===== src/rtl/cmo_pkg.sv =====
package cmo_pkg;
  typedef enum logic [1:0] {
    CMD_RANGE = 2'd0,
    CMD_ALL   = 2'd1,
    CMD_SYNC  = 2'd2
  } cmd_mode_e;

  typedef enum logic [1:0] {
    ST_IDLE  = 2'd0,
    ST_RANGE = 2'd1,
    ST_ALL   = 2'd2,
    ST_SYNC  = 2'd3
  } split_state_e;
endpackage


===== src/rtl/cmo_span_calc.sv =====
module cmo_span_calc #(
  parameter int ADDR_W     = 32,
  parameter int LINE_BYTES = 128
) (
  input  logic [ADDR_W-1:0] start_i,
  input  logic [ADDR_W-1:0] end_i,
  output logic [ADDR_W-1:0] base_o,
  output logic [ADDR_W-1:0] total_o,
  output logic              whole_o
);
  localparam int LINE_LG = $clog2(LINE_BYTES);
  localparam logic [ADDR_W-1:0] LINE_MASK = ADDR_W'(LINE_BYTES - 1);
  localparam logic [ADDR_W-1:0] NEG_LINE  = ~LINE_MASK;

  logic [ADDR_W-1:0] raw;
  logic [ADDR_W-1:0] bump;

  always_comb begin
    base_o  = {start_i[ADDR_W-1:LINE_LG], {LINE_LG{1'b0}}};
    raw     = end_i - base_o;
    whole_o = (raw >= NEG_LINE);
    bump    = raw + LINE_MASK;
    total_o = {bump[ADDR_W-1:LINE_LG], {LINE_LG{1'b0}}};
  end
endmodule


===== src/rtl/cmo_chunk_sel.sv =====
module cmo_chunk_sel #(
  parameter int ADDR_W = 32,
  parameter logic [ADDR_W-1:0] CAP = '1
) (
  input  logic [ADDR_W-1:0] remaining_i,
  output logic [ADDR_W-1:0] chunk_o,
  output logic              last_o
);
  always_comb begin
    last_o  = (remaining_i <= CAP);
    chunk_o = last_o ? remaining_i : CAP;
  end
endmodule


===== src/rtl/cmo_range_splitter.sv =====
module cmo_range_splitter
  import cmo_pkg::*;
#(
  parameter int ADDR_W     = 32,
  parameter int OP_W       = 2,
  parameter int LINE_BYTES = 128,
  parameter int MAX_CHUNK  = 1 << 22
) (
  input  logic              clk,
  input  logic              rst_n,
  input  logic              req_valid,
  output logic              req_ready,
  input  logic [ADDR_W-1:0] req_start,
  input  logic [ADDR_W-1:0] req_end,
  input  logic [OP_W-1:0]   req_op,
  output logic              cmd_valid,
  input  logic              cmd_ready,
  output logic [1:0]        cmd_mode,
  output logic [OP_W-1:0]   cmd_op,
  output logic [ADDR_W-1:0] cmd_addr,
  output logic [ADDR_W-1:0] cmd_size
);
  localparam logic [ADDR_W-1:0] CAP = ADDR_W'(MAX_CHUNK - LINE_BYTES);
  localparam logic [ADDR_W-1:0] LINE_MASK = ADDR_W'(LINE_BYTES - 1);

  split_state_e      state_q, state_d;
  logic [ADDR_W-1:0] addr_q, addr_d;
  logic [ADDR_W-1:0] rem_q, rem_d;
  logic [OP_W-1:0]   op_q, op_d;
  logic              data_en;

  logic [ADDR_W-1:0] span_base, span_total;
  logic              span_whole;
  logic [ADDR_W-1:0] chunk;
  logic              chunk_last;

  cmo_span_calc #(.ADDR_W(ADDR_W), .LINE_BYTES(LINE_BYTES)) u_span (
    .start_i (req_start),
    .end_i   (req_end),
    .base_o  (span_base),
    .total_o (span_total),
    .whole_o (span_whole)
  );

  cmo_chunk_sel #(.ADDR_W(ADDR_W), .CAP(CAP)) u_chunk (
    .remaining_i (rem_q),
    .chunk_o     (chunk),
    .last_o      (chunk_last)
  );

  // next-state logic
  always_comb begin
    state_d = state_q;
    addr_d  = addr_q;
    rem_d   = rem_q;
    op_d    = op_q;
    data_en = 1'b0;
    unique case (state_q)
      ST_IDLE: begin
        if (req_valid) begin
          data_en = 1'b1;
          addr_d  = span_base;
          rem_d   = span_total;
          op_d    = req_op;
          if (span_whole)            state_d = ST_ALL;
          else if (span_total == '0) state_d = ST_SYNC;
          else                       state_d = ST_RANGE;
        end
      end
      ST_RANGE: begin
        if (cmd_ready) begin
          data_en = 1'b1;
          addr_d  = addr_q + chunk;
          rem_d   = rem_q - chunk;
          if (chunk_last) state_d = ST_SYNC;
        end
      end
      ST_ALL:  if (cmd_ready) state_d = ST_SYNC;
      ST_SYNC: if (cmd_ready) state_d = ST_IDLE;
      default: state_d = ST_IDLE;
    endcase
  end

  // registers
  always_ff @(posedge clk or negedge rst_n) begin
    if (!rst_n) begin
      state_q <= ST_IDLE;
      addr_q  <= '0;
      rem_q   <= '0;
      op_q    <= '0;
    end else begin
      state_q <= state_d;
      if (data_en) begin
        addr_q <= addr_d;
        rem_q  <= rem_d;
        op_q   <= op_d;
      end
    end
  end

  // outputs
  always_comb begin
    req_ready = (state_q == ST_IDLE);
    cmd_valid = (state_q != ST_IDLE);
    cmd_op    = op_q;
    cmd_addr  = '0;
    cmd_size  = '0;
    cmd_mode  = CMD_SYNC;
    unique case (state_q)
      ST_RANGE: begin
        cmd_mode = CMD_RANGE;
        cmd_addr = addr_q;
        cmd_size = chunk;
      end
      ST_ALL:  cmd_mode = CMD_ALL;
      default: cmd_mode = CMD_SYNC;
    endcase
  end

  // assertions
  assert_hold_R8: assert property (@(posedge clk) disable iff (!rst_n)
    (cmd_valid && !cmd_ready) |=> (cmd_valid && $stable(cmd_mode) &&
      $stable(cmd_addr) && $stable(cmd_size) && $stable(cmd_op)));

  assert_busy_R7: assert property (@(posedge clk) disable iff (!rst_n)
    cmd_valid |-> !req_ready);

  assert_align_R2: assert property (@(posedge clk) disable iff (!rst_n)
    (cmd_valid && cmd_mode == CMD_RANGE) |->
      ((cmd_addr & LINE_MASK) == '0 && (cmd_size & LINE_MASK) == '0));

  assert_cap_R4: assert property (@(posedge clk) disable iff (!rst_n)
    (cmd_valid && cmd_mode == CMD_RANGE) |-> (cmd_size != '0 && cmd_size <= CAP));

  assert_contig_R4: assert property (@(posedge clk) disable iff (!rst_n)
    (cmd_valid && cmd_ready && cmd_mode == CMD_RANGE) |=>
      (cmd_mode == CMD_SYNC || cmd_addr == $past(cmd_addr) + $past(cmd_size)));

  assert_sync_after_R6: assert property (@(posedge clk) disable iff (!rst_n)
    (cmd_valid && cmd_ready && cmd_mode == CMD_ALL) |=>
      (cmd_valid && cmd_mode == CMD_SYNC));

  assert_done_R6: assert property (@(posedge clk) disable iff (!rst_n)
    (cmd_valid && cmd_ready && cmd_mode == CMD_SYNC) |=> (req_ready && !cmd_valid));
endmodule


===== config.mk =====
export PLATFORM = sky130hd
export DESIGN_NAME = cmo_range_splitter
export DESIGN_NICKNAME = d
export VERILOG_FILES = /design/src/rtl/cmo_pkg.sv /design/src/rtl/cmo_span_calc.sv /design/src/rtl/cmo_chunk_sel.sv /design/src/rtl/cmo_range_splitter.sv
export SDC_FILE = /design/constraint.sdc
export NUM_CORES = 1
export LEC_CHECK = 0
export BUFFER_PORTS_ARGS = -buffer_cell sky130_fd_sc_hd__buf_2
export CORE_MARGIN = 2
export CORE_UTILIZATION = 55
export CTS_CLUSTER_SIZE = 30
export DETAILED_ROUTE_END_ITERATION = 8
export GPL_ROUTABILITY_DRIVEN = 0
export GPL_TIMING_DRIVEN = 0
export PLACE_DENSITY_LB_ADDON = 0.12
export SLEW_MARGIN = 20
export SYNTH_ARGS = -nofsm -noshare
export SYNTH_HDL_FRONTEND = slang
export SYNTH_SLANG_ARGS = --single-unit
export TNS_END_PERCENT = 10

===== constraint.sdc =====
create_clock -name clk -period 15.6 [get_ports clk]
set_input_delay 0.78 -clock clk [delete_from_list [all_inputs] [get_ports clk]]
set_output_delay 0.78 -clock clk [all_outputs]
set_load 0.01 [all_outputs]

==> flow_summary.yaml, run 1 <==
clocking:
  clk-insertion-delay-late_ns: 0.35
  clk_transition_reported_paths_ns: 0.06
  tritoncts: "built"
  hold_buffers: 0
  post_cts_buffers: 0
  ctsHtreeMaxLevel: 3
  clock-sinks: 68
  number_of_clock_buffers_inserted_by_tritoncts: 9
  post_cts_resize_count: 0
  number_of_buffers_on_the_longest_clock_path: 2
  clockRootBuffer: "clkbuf_16"
sta:
  worst_slew_pin_slew_ns: 0.8305
  maxClockFrequency_mhz: 158.6
  final_worst_setup_slack_ns: 9.294
  worst_slew_margin_rel_pct: 44.43
  fin_crit_ns: 6.306
  period_share_pct: 40.42
  finalHoldViolCount: 0
  rsz0062_at_grt: "no"
  worst_clock_skew_ns: 0.009416
  final_max_slew_viol_count: 0
  setup_violations: 0
  tns_ns: 0
detailed_routing:
  wl_per_cell_um: 17.23
  1st_pass_router_iterations: 6
  detail_route.wirelength_um: 23380
  routed-via-count: 8071
  drc: 0
  antenna_violating_nets_post_route: 0
  via_per_inst: 5.948
  first_iter_violations: 869
placement:
  io_buffer_count: 122
  post_place_cells: 1341
  place_hpwl_um: 18410
  dp_worst_setup_slack_ns: 9.447
synthesis:
  async_flop_share_pct: 100.0
  cell_area_after_synthesis_mm2: 0.007820
  yosysWarnings: 0
  yosysUniqueCellTypes: 91
  ys_seq_area_share_pct: 21.76
  synth.area.top_cells: "dfrtp_1, ha_1, a21oi_1"
  synth_enable_flop_cells: 0
  synth_top_cell_by_area: "dfrtp_1"
  flip_flop_cell_with_the_highest_count_after_synthesis: "dfrtp_1"
  syn_area_per_cell_um2: 7.674
  synth.top_cell.area_share_pct: 21.76
  synth_seq_cells: 68
  synth_cells: 1019
floorplan:
  die_h_um: 123.2
  placement_rows: 43
  ioPinCount: 140
  start_util_pct: 56.34
  placeable_core_region_mm2: 0.01388
  design.die.area_mm2: 0.01519
  die_width_um: 123.2
worst_setup_path:
  crit_path_start_kind: "flop"
  timing.critical_path.arrival_ns: 6.49
  setup.worst_path.class: "reg -> reg"
  critical_path.startpoint: "rem_q[25]"
  timing.critical_path.mode_cell: "clkbuf_1"
  crit_fanout: 10
  required_time_reported_for_the_critical_path_endpoint_ns: 15.79
  critical_path.slowest_cell: "o41ai_1"
  crit_path_cell_trace: "or3_1 -> or4_1 -> or2_1 -> clkbuf_1 -> nor4_4 -> o21a_1 -> clkbuf_1 -> clkbuf_1 -> and2_1 -> ha_1 -> nor2b_1 -> o2111ai_1 -> a31oi_1 -> nor2_1 -> o21bai_1 -> a21o_1 -> o41ai_1 -> o211ai_1 -> a21oi_1 -> xor2_1 -> o21ai_0"
  slowest_delay_ns: 0.60
  end_kind: "flop"
  crit-reg2reg-launch: "rem_q[25]"
job:
  maxCapViolations: 0
grt:
  overflow: 0
  grt_util_overall_pct: 31.55
  grt_first_pass_wirelength_um: 37270
  number_of_global_route_vias_before_repair: 7324
  number_of_antenna_violations_at_the_first_check_in_global_routing: 1
  grt_max_degree: 54
pwr:
  p_sw_uw: 707.4
  pwr-share-comb_pct: 62.3
  swShare_pct: 47.99
  internal_power_uw: 766.6
  power.ir.vdd_worst_mv: 0.07791
  total_power_divided_by_cell_area_mw_per_mm2: 162.3
  clock_power_share_pct: 15.5
  seqPwrFrac_pct: 22.2
  total_leakage_power_nw: 4.326
run_status:
  run_status: "complete, no violations"
cells_and_area:
  finish.net_count: 1306
  synthToLayoutAreaGrowth_pct: 16.16
  mostFrequentLayoutCell: "buf_2"
  layout-drive-gt1-share_pct: 15.80
  diodes: 0
  layout.core_utilization_pct: 65.44
  layout_common_cells: "buf_2, a21oi_1, nand2_1, o21ai_0"
  final-instance-count-excl-fill: 1357
min_path:
  worst_hold_path_type: "in -> async"
cells in the mapped netlist (all sizes together) (9+ instances only):
cell type and instances:
inv 58, o22ai 12, ha 62, a21oi 103, nand3 17, nand2b 21
o21ai 78, o21a 10, nor2 69, xor2 26, a31oi 14, nand2 83
and2 62, nor4 11, o31ai 11, a21o 37, dfrtp 68, and3 14
buf 14, nand4 9, nor3 24, nor2b 9, or3 12, xnor2 39
or2 9, clkbuf 40
power groups by stage:
stage | sequential (mW) | combinational [mW] | clock, mW
floorplan | 0.305 | 0.664 | 0
global placement | 0.323 | 0.875 | 0
detailed placement | 0.327 | 0.887 | 0
CTS | 0.324 | 0.899 | 0.229
global route | 0.337 | 1.02 | 0.235
finish | 0.327 | 0.918 | 0.229
metal layers:
metal	track usage, %	share of wire (%)	vias to the layer above
met5	0	0	-
met4	12.29	3.0	0
met3	3.828	8.4	50
met2	48.66	44	349
met1	44.95	44	3709
li1	-	-	3963
cell families (layout without fill, tap and decap cells):
| family | after synthesis | in the layout | synth area share [%] |
|---|---|---|---|
| AO/OA/AOI/OAI | 341 | 341 | 28.29 |
| adder cells (fa/ha/maj) | 64 | 64 | 10.43 |
| buffers and inverters | 113 | 252 | 6.208 |
| AND/OR/NAND/NOR | 362 | 362 | 25.23 |
| multiplexers | 5 | 5 | 0.7519 |
| flip-flops | 68 | 68 | 21.76 |
| XOR/XNOR | 65 | 65 | 7.280 |
| other | 1 | 20 | 0.04795 |
metrics by stage:
step / hold WS (ns) / area (um2) / power [mW]
floorplan: 0.4633 / 7891 / 0.9687
global placement: 0.4816 / 8727 / 1.198
detailed placement: 0.4926 / 8757 / 1.214
CTS: 0.3116 / 9084 / 1.451
global route: 0.3225 / 9084 / 1.591
finish: 0.3008 / 9084 / 1.474
sequential cells by signal (all words and copies together) (netlist names):
name     flops
rem_q       32
state_q      2
addr_q      32
cmd_op       2
final timing paths:
kind	to	slack (ns)	depth (start not counted)
worst max-delay path	addr_q[30]	9.29	21
worst min-delay path	addr_q[9]	0.30	1
worst max register to register	addr_q[30]	9.29	21
worst min register to register	rem_q[26]	0.51	2
max in group asynchronous	rem_q[30]	14.74	2
min in group clk	rem_q[26]	0.51	2
worst max-delay path, delay by kind of cell (launching register included):
kind	cells	cell delay, ns
AOI/OAI and AO/OA	9	2.27
xor gates and xnor gates	1	0.16
adders and majority gates	1	0.26
buffers and inverters	3	0.99
DFF	1	0.40
and+or+nand+nor	7	2.07
final cells by class:
| cell class | instances | area [um2] |
|---|---|---|
| clock buffers | 10 | 239.0 |
| multi-input cells | 857 | 5704 |
| clock inverters | 6 | 87.58 |
| inverters | 59 | 221.5 |
| plain buffers | 54 | 264.0 |
| fillers | 1278 | 4797 |
| well taps | 180 | 225.2 |
| flip-flops and latches | 68 | 1702 |
| repair buffers | 123 | 640.6 |
No activity file was read; power rests on OpenSTA's default activity.
==> inputs of run 2 (changes only) <==
==> constraint.sdc (replaced) <==
create_clock -name clk -period 6.4 [get_ports clk]
set_input_delay 0.32 -clock clk [delete_from_list [all_inputs] [get_ports clk]]
set_output_delay 0.32 -clock clk [all_outputs]
set_load 0.01 [all_outputs]
==> flow_summary.yaml, run 2 (synthesis gave the netlist of run 1 again) <==
run_status:
  run_status: "complete, no violations"
cells_and_area:
  largest_registers_in_the_final_layout: "addr_q x32, rem_q x32"
  layout-drive-gt1-share_pct: 16.04
  diodes: 0
  register_area_mm2: 0.001702
  combined_area_of_the_multi_input_logic_cells_mm2: 0.005712
  final_cell_area_excluding_filler_cells_mm2: 0.009104
  n_fill_cell: 1277
  synthToLayoutAreaGrowth_pct: 16.42
  finish.net_count: 1307
  layout_common_cells: "buf_2, a21oi_1, nand2_1, o21ai_0"
  mostFrequentLayoutCell: "buf_2"
clocking:
  number_of_buffers_on_the_longest_clock_path: 2
  clockRootBuffer: "clkbuf_16"
  post_cts_buffers: 0
  clock-sinks: 68
  tritoncts: "built"
  clk_transition_reported_paths_ns: 0.06
  clk-insertion-delay-late_ns: 0.35
  number_of_clock_buffers_inserted_by_tritoncts: 9
  ctsHtreeMaxLevel: 3
sta:
  worst_slew_pin_slew_ns: 0.8601
  worst_clock_skew_ns: 0.008865
  period_share_pct: 94.64
  final_max_slew_viol_count: 0
  fin_crit_ns: 6.057
  setup_violations: 0
  finalHoldWorstSlack_ns: 0.2158
  tns_ns: 0
  worst_slew_margin_rel_pct: 42.45
  finalHoldViolCount: 0
  maxClockFrequency_mhz: 165.1
  rsz0062_at_grt: "yes"
floorplan:
  placement_rows: 43
  design.die.area_mm2: 0.01519
  ioPinCount: 140
  die_width_um: 123.2
  start_util_pct: 56.34
  die_h_um: 123.2
  placeable_core_region_mm2: 0.01388
worst_setup_path:
  worst-r2r-setup-slack_ns: 0.34
  crit_end: "addr_q[27]"
  required_time_reported_for_the_critical_path_endpoint_ns: 6.64
  reg2regPathDepth: 21
  end_kind: "flop"
  worstReg2RegEnd: "addr_q[27]"
  crit_path_cell_trace: "or3_1 -> or4_1 -> or2_1 -> clkbuf_1 -> nor4_4 -> o21a_1 -> clkbuf_2 -> clkbuf_1 -> and2_1 -> ha_1 -> a2111oi_0 -> o21ai_0 -> nand4_1 -> a21oi_1 -> o31ai_1 -> o21ai_0 -> a21bo_2 -> a31oi_1 -> xor2_1 -> a21oi_1 -> a21o_1"
  setup.worst_path.class: "reg -> reg"
  critical_path.slowest_cell: "or4_1"
  crit_fanout: 10
  crit-reg2reg-launch: "rem_q[25]"
  critical_path.startpoint: "rem_q[25]"
  crit_path_start_kind: "flop"
  slowest_delay_ns: 0.44
  timing.critical_path.arrival_ns: 6.29
pwr:
  total_leakage_power_nw: 4.341
  total_power_divided_by_cell_area_mw_per_mm2: 396.0
  power.ir.vdd_worst_mv: 0.1905
detailed_routing:
  antenna_violating_nets_post_route: 0
  detail_route.wirelength_um: 23530
  wl_per_cell_um: 17.33
  drc: 0
  first_iter_violations: 860
  routed-via-count: 8105
  1st_pass_router_iterations: 5
  via_per_inst: 5.968
grt:
  number_of_antenna_violations_at_the_first_check_in_global_routing: 1
  grt_first_pass_wirelength_um: 37260
  grt_util_overall_pct: 31.54
  grt_max_degree: 54
  overflow: 0
  number_of_global_route_vias_before_repair: 7318
placement:
  place_hpwl_um: 18410
  io_buffer_count: 122
  dpl-instance-area_mm2: 0.008757
min_path:
  worst_hold_path_type: "in -> reg"
job:
  maxCapViolations: 0
-- run 2: cell count changes in the layout (fill, tap and decap cells not counted) --
cell / change
dlygate4sd3_1: +1
o41ai_2: +1
o41ai_1: -1
clkbuf_1: -2
clkbuf_2: +2
-- run 2: area by class of cell --
cell class	instances	share of cell area, %
Inverter	59	2.433
Clock inverter	6	0.9621
Sequential cell	68	18.69
Buffer	54	2.927
Tap cell	180	2.474
Clock buffer	10	2.625
Timing Repair Buffer	124	7.147
Multi-Input combinational cell	857	62.74
-- run 2: how the worst min path moves through the flow --
stage / start / to / slack (ns) / depth (start not counted)
5_1_grt: req_op[1] / cmd_op[1] / 0.23 / 2
6_report: req_op[1] / cmd_op[1] / 0.22 / 2
4_1_cts: req_op[1] / cmd_op[1] / 0.22 / 2
3_3_place_gp: cmd_op[0] / cmd_op[0] / 0.48 / 1
2_1_floorplan: rst_n / addr_q[0] / 0.02 / 0
3_5_place_dp: rst_n / addr_q[6] / 0.21 / 1
-- run 2: report_power, final --
group	internal [mW]	leakage [nW]	total [mW]	switching (mW)
clock network	0.351	0.151	0.559	0.208
registers	0.615	0.838	0.798	0.183
logic	0.905	3.35	2.25	1.34
total	1.87	4.34	3.61	1.73
-- run 2: critical path, delay by kind of cell, from the launching register on --
kind	cells	cell delay, ns
DFF	1	0.39
buffers and inverters	3	0.82
adders and majority gates	1	0.28
and+or+nand+nor	6	1.86
xor gates and xnor gates	1	0.20
AOI/OAI and AO/OA	10	2.39
-- run 2: what timing repair did --
action | in CTS | in global routing
hold endpoints to repair | 15 | 0
endpoints found under the setup margin | 0 | 7
gates resized for setup | 0 | 5
hold buffers | 1 | 0
-- run 2: per-stage QoR --
stage	power, mW	setup slack [ns]	util, %	cells
after floorplan	2.361	1.309	-	1038
after detailed placement	2.959	0.2466	63.09	1341
after global routing	3.883	-0.01887	65.59	1358
after global placement	2.920	0.2762	62.87	1340
final	3.605	0.3433	65.59	1358
after CTS	3.537	0.2245	65.51	1358
-- run 2: metal layers --
metal	up-vias	global-route usage [%]	share of wire, %
met5	-	0	0
met4	0	12.29	2.7
met3	47	3.828	8.6
met2	374	48.63	44
met1	3720	44.95	45
li1	3964	-	-
==> inputs of run 3 (changes only) <==
--- a/config.mk
+++ b/config.mk
@@ -7,7 +7,7 @@
 export LEC_CHECK = 0
 export BUFFER_PORTS_ARGS = -buffer_cell sky130_fd_sc_hd__buf_2
 export CORE_MARGIN = 2
-export CORE_UTILIZATION = 55
+export CORE_UTILIZATION = 53
 export CTS_CLUSTER_SIZE = 30
 export DETAILED_ROUTE_END_ITERATION = 8
 export GPL_ROUTABILITY_DRIVEN = 0
==> constraint.sdc (replaced) <==
create_clock -name clk -period 5.5 [get_ports clk]
set_input_delay 0.275 -clock clk [delete_from_list [all_inputs] [get_ports clk]]
set_output_delay 0.275 -clock clk [all_outputs]
set_load 0.01 [all_outputs]
==> flow_summary.yaml, run 3 (synthesis gave the netlist of run 1 again) <==
worst_setup_path:
  crit_fanout: 10
  crit_path_start_kind: "flop"
  critical_path.startpoint: "rem_q[25]"
  required_time_reported_for_the_critical_path_endpoint_ns: 5.73
  reg2regPathDepth: 25
  setup.worst_path.class: "reg -> reg"
  worst-r2r-setup-slack_ns: 0.32
  crit-reg2reg-launch: "rem_q[25]"
  timing.critical_path.arrival_ns: 5.41
  end_kind: "flop"
  worstReg2RegEnd: "addr_q[14]"
clocking:
  clk-insertion-delay-late_ns: 0.35
  number_of_buffers_on_the_longest_clock_path: 2
  clockRootBuffer: "clkbuf_16"
  clock-sinks: 68
  tritoncts: "built"
  ctsHtreeMaxLevel: 3
  clk_transition_reported_paths_ns: 0.06
  number_of_clock_buffers_inserted_by_tritoncts: 9
cells_and_area:
  synthToLayoutAreaGrowth_pct: 18.35
  largest_registers_in_the_final_layout: "addr_q x32, rem_q x32"
  diodes: 0
  layout-drive-gt1-share_pct: 17.72
  register_area_mm2: 0.001702
  layout.core_utilization_pct: 63.92
  final-instance-count-excl-fill: 1369
  n_fill_cell: 1342
  mostFrequentLayoutCell: "buf_2"
  finish.net_count: 1314
  combined_area_of_the_multi_input_logic_cells_mm2: 0.005779
  layout_common_cells: "buf_2, a21oi_1, nand2_1, o21ai_0"
detailed_routing:
  wl_per_cell_um: 17.38
  first_iter_violations: 802
  routed-via-count: 8159
  antenna_violating_nets_post_route: 0
  detail_route.wirelength_um: 23800
  drc: 0
  1st_pass_router_iterations: 5
  via_per_inst: 5.960
sta:
  fin_crit_ns: 5.180
  final_max_slew_viol_count: 0
  finalHoldWorstSlack_ns: 0.1631
  worst_slew_pin_slew_ns: 0.8623
  final_worst_setup_slack_ns: 0.3199
  worst_slew_margin_rel_pct: 42.30
  rsz0062_at_grt: "no"
  setup_violations: 0
  period_share_pct: 94.18
  finalHoldViolCount: 0
  maxClockFrequency_mhz: 193.0
  worst_clock_skew_ns: 0.01182
grt:
  grt_first_pass_wirelength_um: 38360
  number_of_global_route_vias_before_repair: 7514
  number_of_antenna_violations_at_the_first_check_in_global_routing: 1
  grt_max_degree: 52
  grt_util_overall_pct: 29.91
  overflow: 0
floorplan:
  placement_rows: 44
  die_h_um: 125.5
  ioPinCount: 140
  design.die.area_mm2: 0.01574
  placeable_core_region_mm2: 0.01448
  die_width_um: 125.5
  start_util_pct: 54.01
pwr:
  power.ir.vdd_worst_mv: 0.1928
  total_leakage_power_nw: 4.417
  total_power_divided_by_cell_area_mw_per_mm2: 460.0
  design_power_total_mw: 4.258
job:
  maxCapViolations: 0
placement:
  dp_worst_setup_slack_ns: -0.6385
  post_place_cells: 1345
  place_hpwl_um: 18450
  io_buffer_count: 122
run_status:
  run_status: "complete, no violations"
min_path:
  worst_hold_path_type: "in -> reg"
  worstHoldPathCells: 2
  hold-path-endpoint: "cmd_op[1]"
  hold_path.startpoint: "req_op[1]"
-- run 3: changes by cell type in the layout (fill, tap and decap cells not counted), sizes merged --
cell,change
buf,+10
clkbuf,-3
-- run 3: per-layer routing --
layer  global-route usage, %  vias up  routed length [um]
met5                       0        -                  13
met4                   10.52        2                 685
met3                   5.819       64                1900
met2                   46.14      366               10390
met1                   41.87     3757               10800
li1                        -     3970                   -
-- run 3: report_power, final --
part / leakage [nW] / internal, mW / switching [mW] / total [mW]
registers: 0.838 / 0.716 / 0.215 / 0.931
clock network: 0.151 / 0.408 / 0.237 / 0.646
logic: 3.43 / 1.08 / 1.60 / 2.68
total: 4.42 / 2.21 / 2.05 / 4.26
-- run 3: how the worst max path moves through the flow --
stage / endpoint / slack (ns) / cells after the start
after floorplan: addr_q[27] / 0.41 / 21
final: addr_q[14] / 0.32 / 25
after global placement: addr_q[30] / -0.64 / 21
after detailed placement: addr_q[30] / -0.64 / 21
after global routing: addr_q[14] / 0.003 / 23
after CTS: addr_q[24] / 0.02 / 23
-- run 3: area by class of cell --
cell class / count / area share [%]
buffer: 53 / 3.082
clock buffer: 10 / 2.582
clock inverter: 6 / 0.9463
inverter: 59 / 2.393
multi-input combinational: 857 / 62.44
sequential: 68 / 18.39
tap: 184 / 2.487
timing repair buffer: 132 / 7.679
-- run 3: stage by stage --
stage	setup TNS, ns	instance area (um2)
final	0	9255
after detailed placement	-4.382	8762
after global placement	-4.475	8732
after CTS	0	9205
after global routing	0	9255
after floorplan	0	7891
-- run 3: repair_timing --
action,in CTS,in global routing
cloned,0,0
endpoints found under the hold margin,17,0
pin swaps,3,3
endpoints found under the setup margin,13,13
resized for setup,14,13
hold buffers,1,0
buffers inserted,8,0
-- run 3: worst max-delay path, stage by stage, from the launching register on --
cell and delay (ns):
dfrtp_1 0.39, or3_1 0.39, or4_1 0.44, or2_4 0.29
nor4_4 0.19, o21a_2 0.24, clkbuf_8 0.18, clkbuf_4 0.20
and2_1 0.14, ha_1 0.20, inv_1 0.07, fa_2 0.37
nor2b_2 0.16, o2111ai_2 0.17, a31oi_2 0.23, buf_4 0.15
buf_4 0.09, buf_4 0.10, buf_4 0.10, buf_4 0.09
o31ai_1 0.05, nand2b_1 0.13, a31oi_2 0.11, xor2_1 0.19
a21oi_1 0.09, a211o_1 0.30
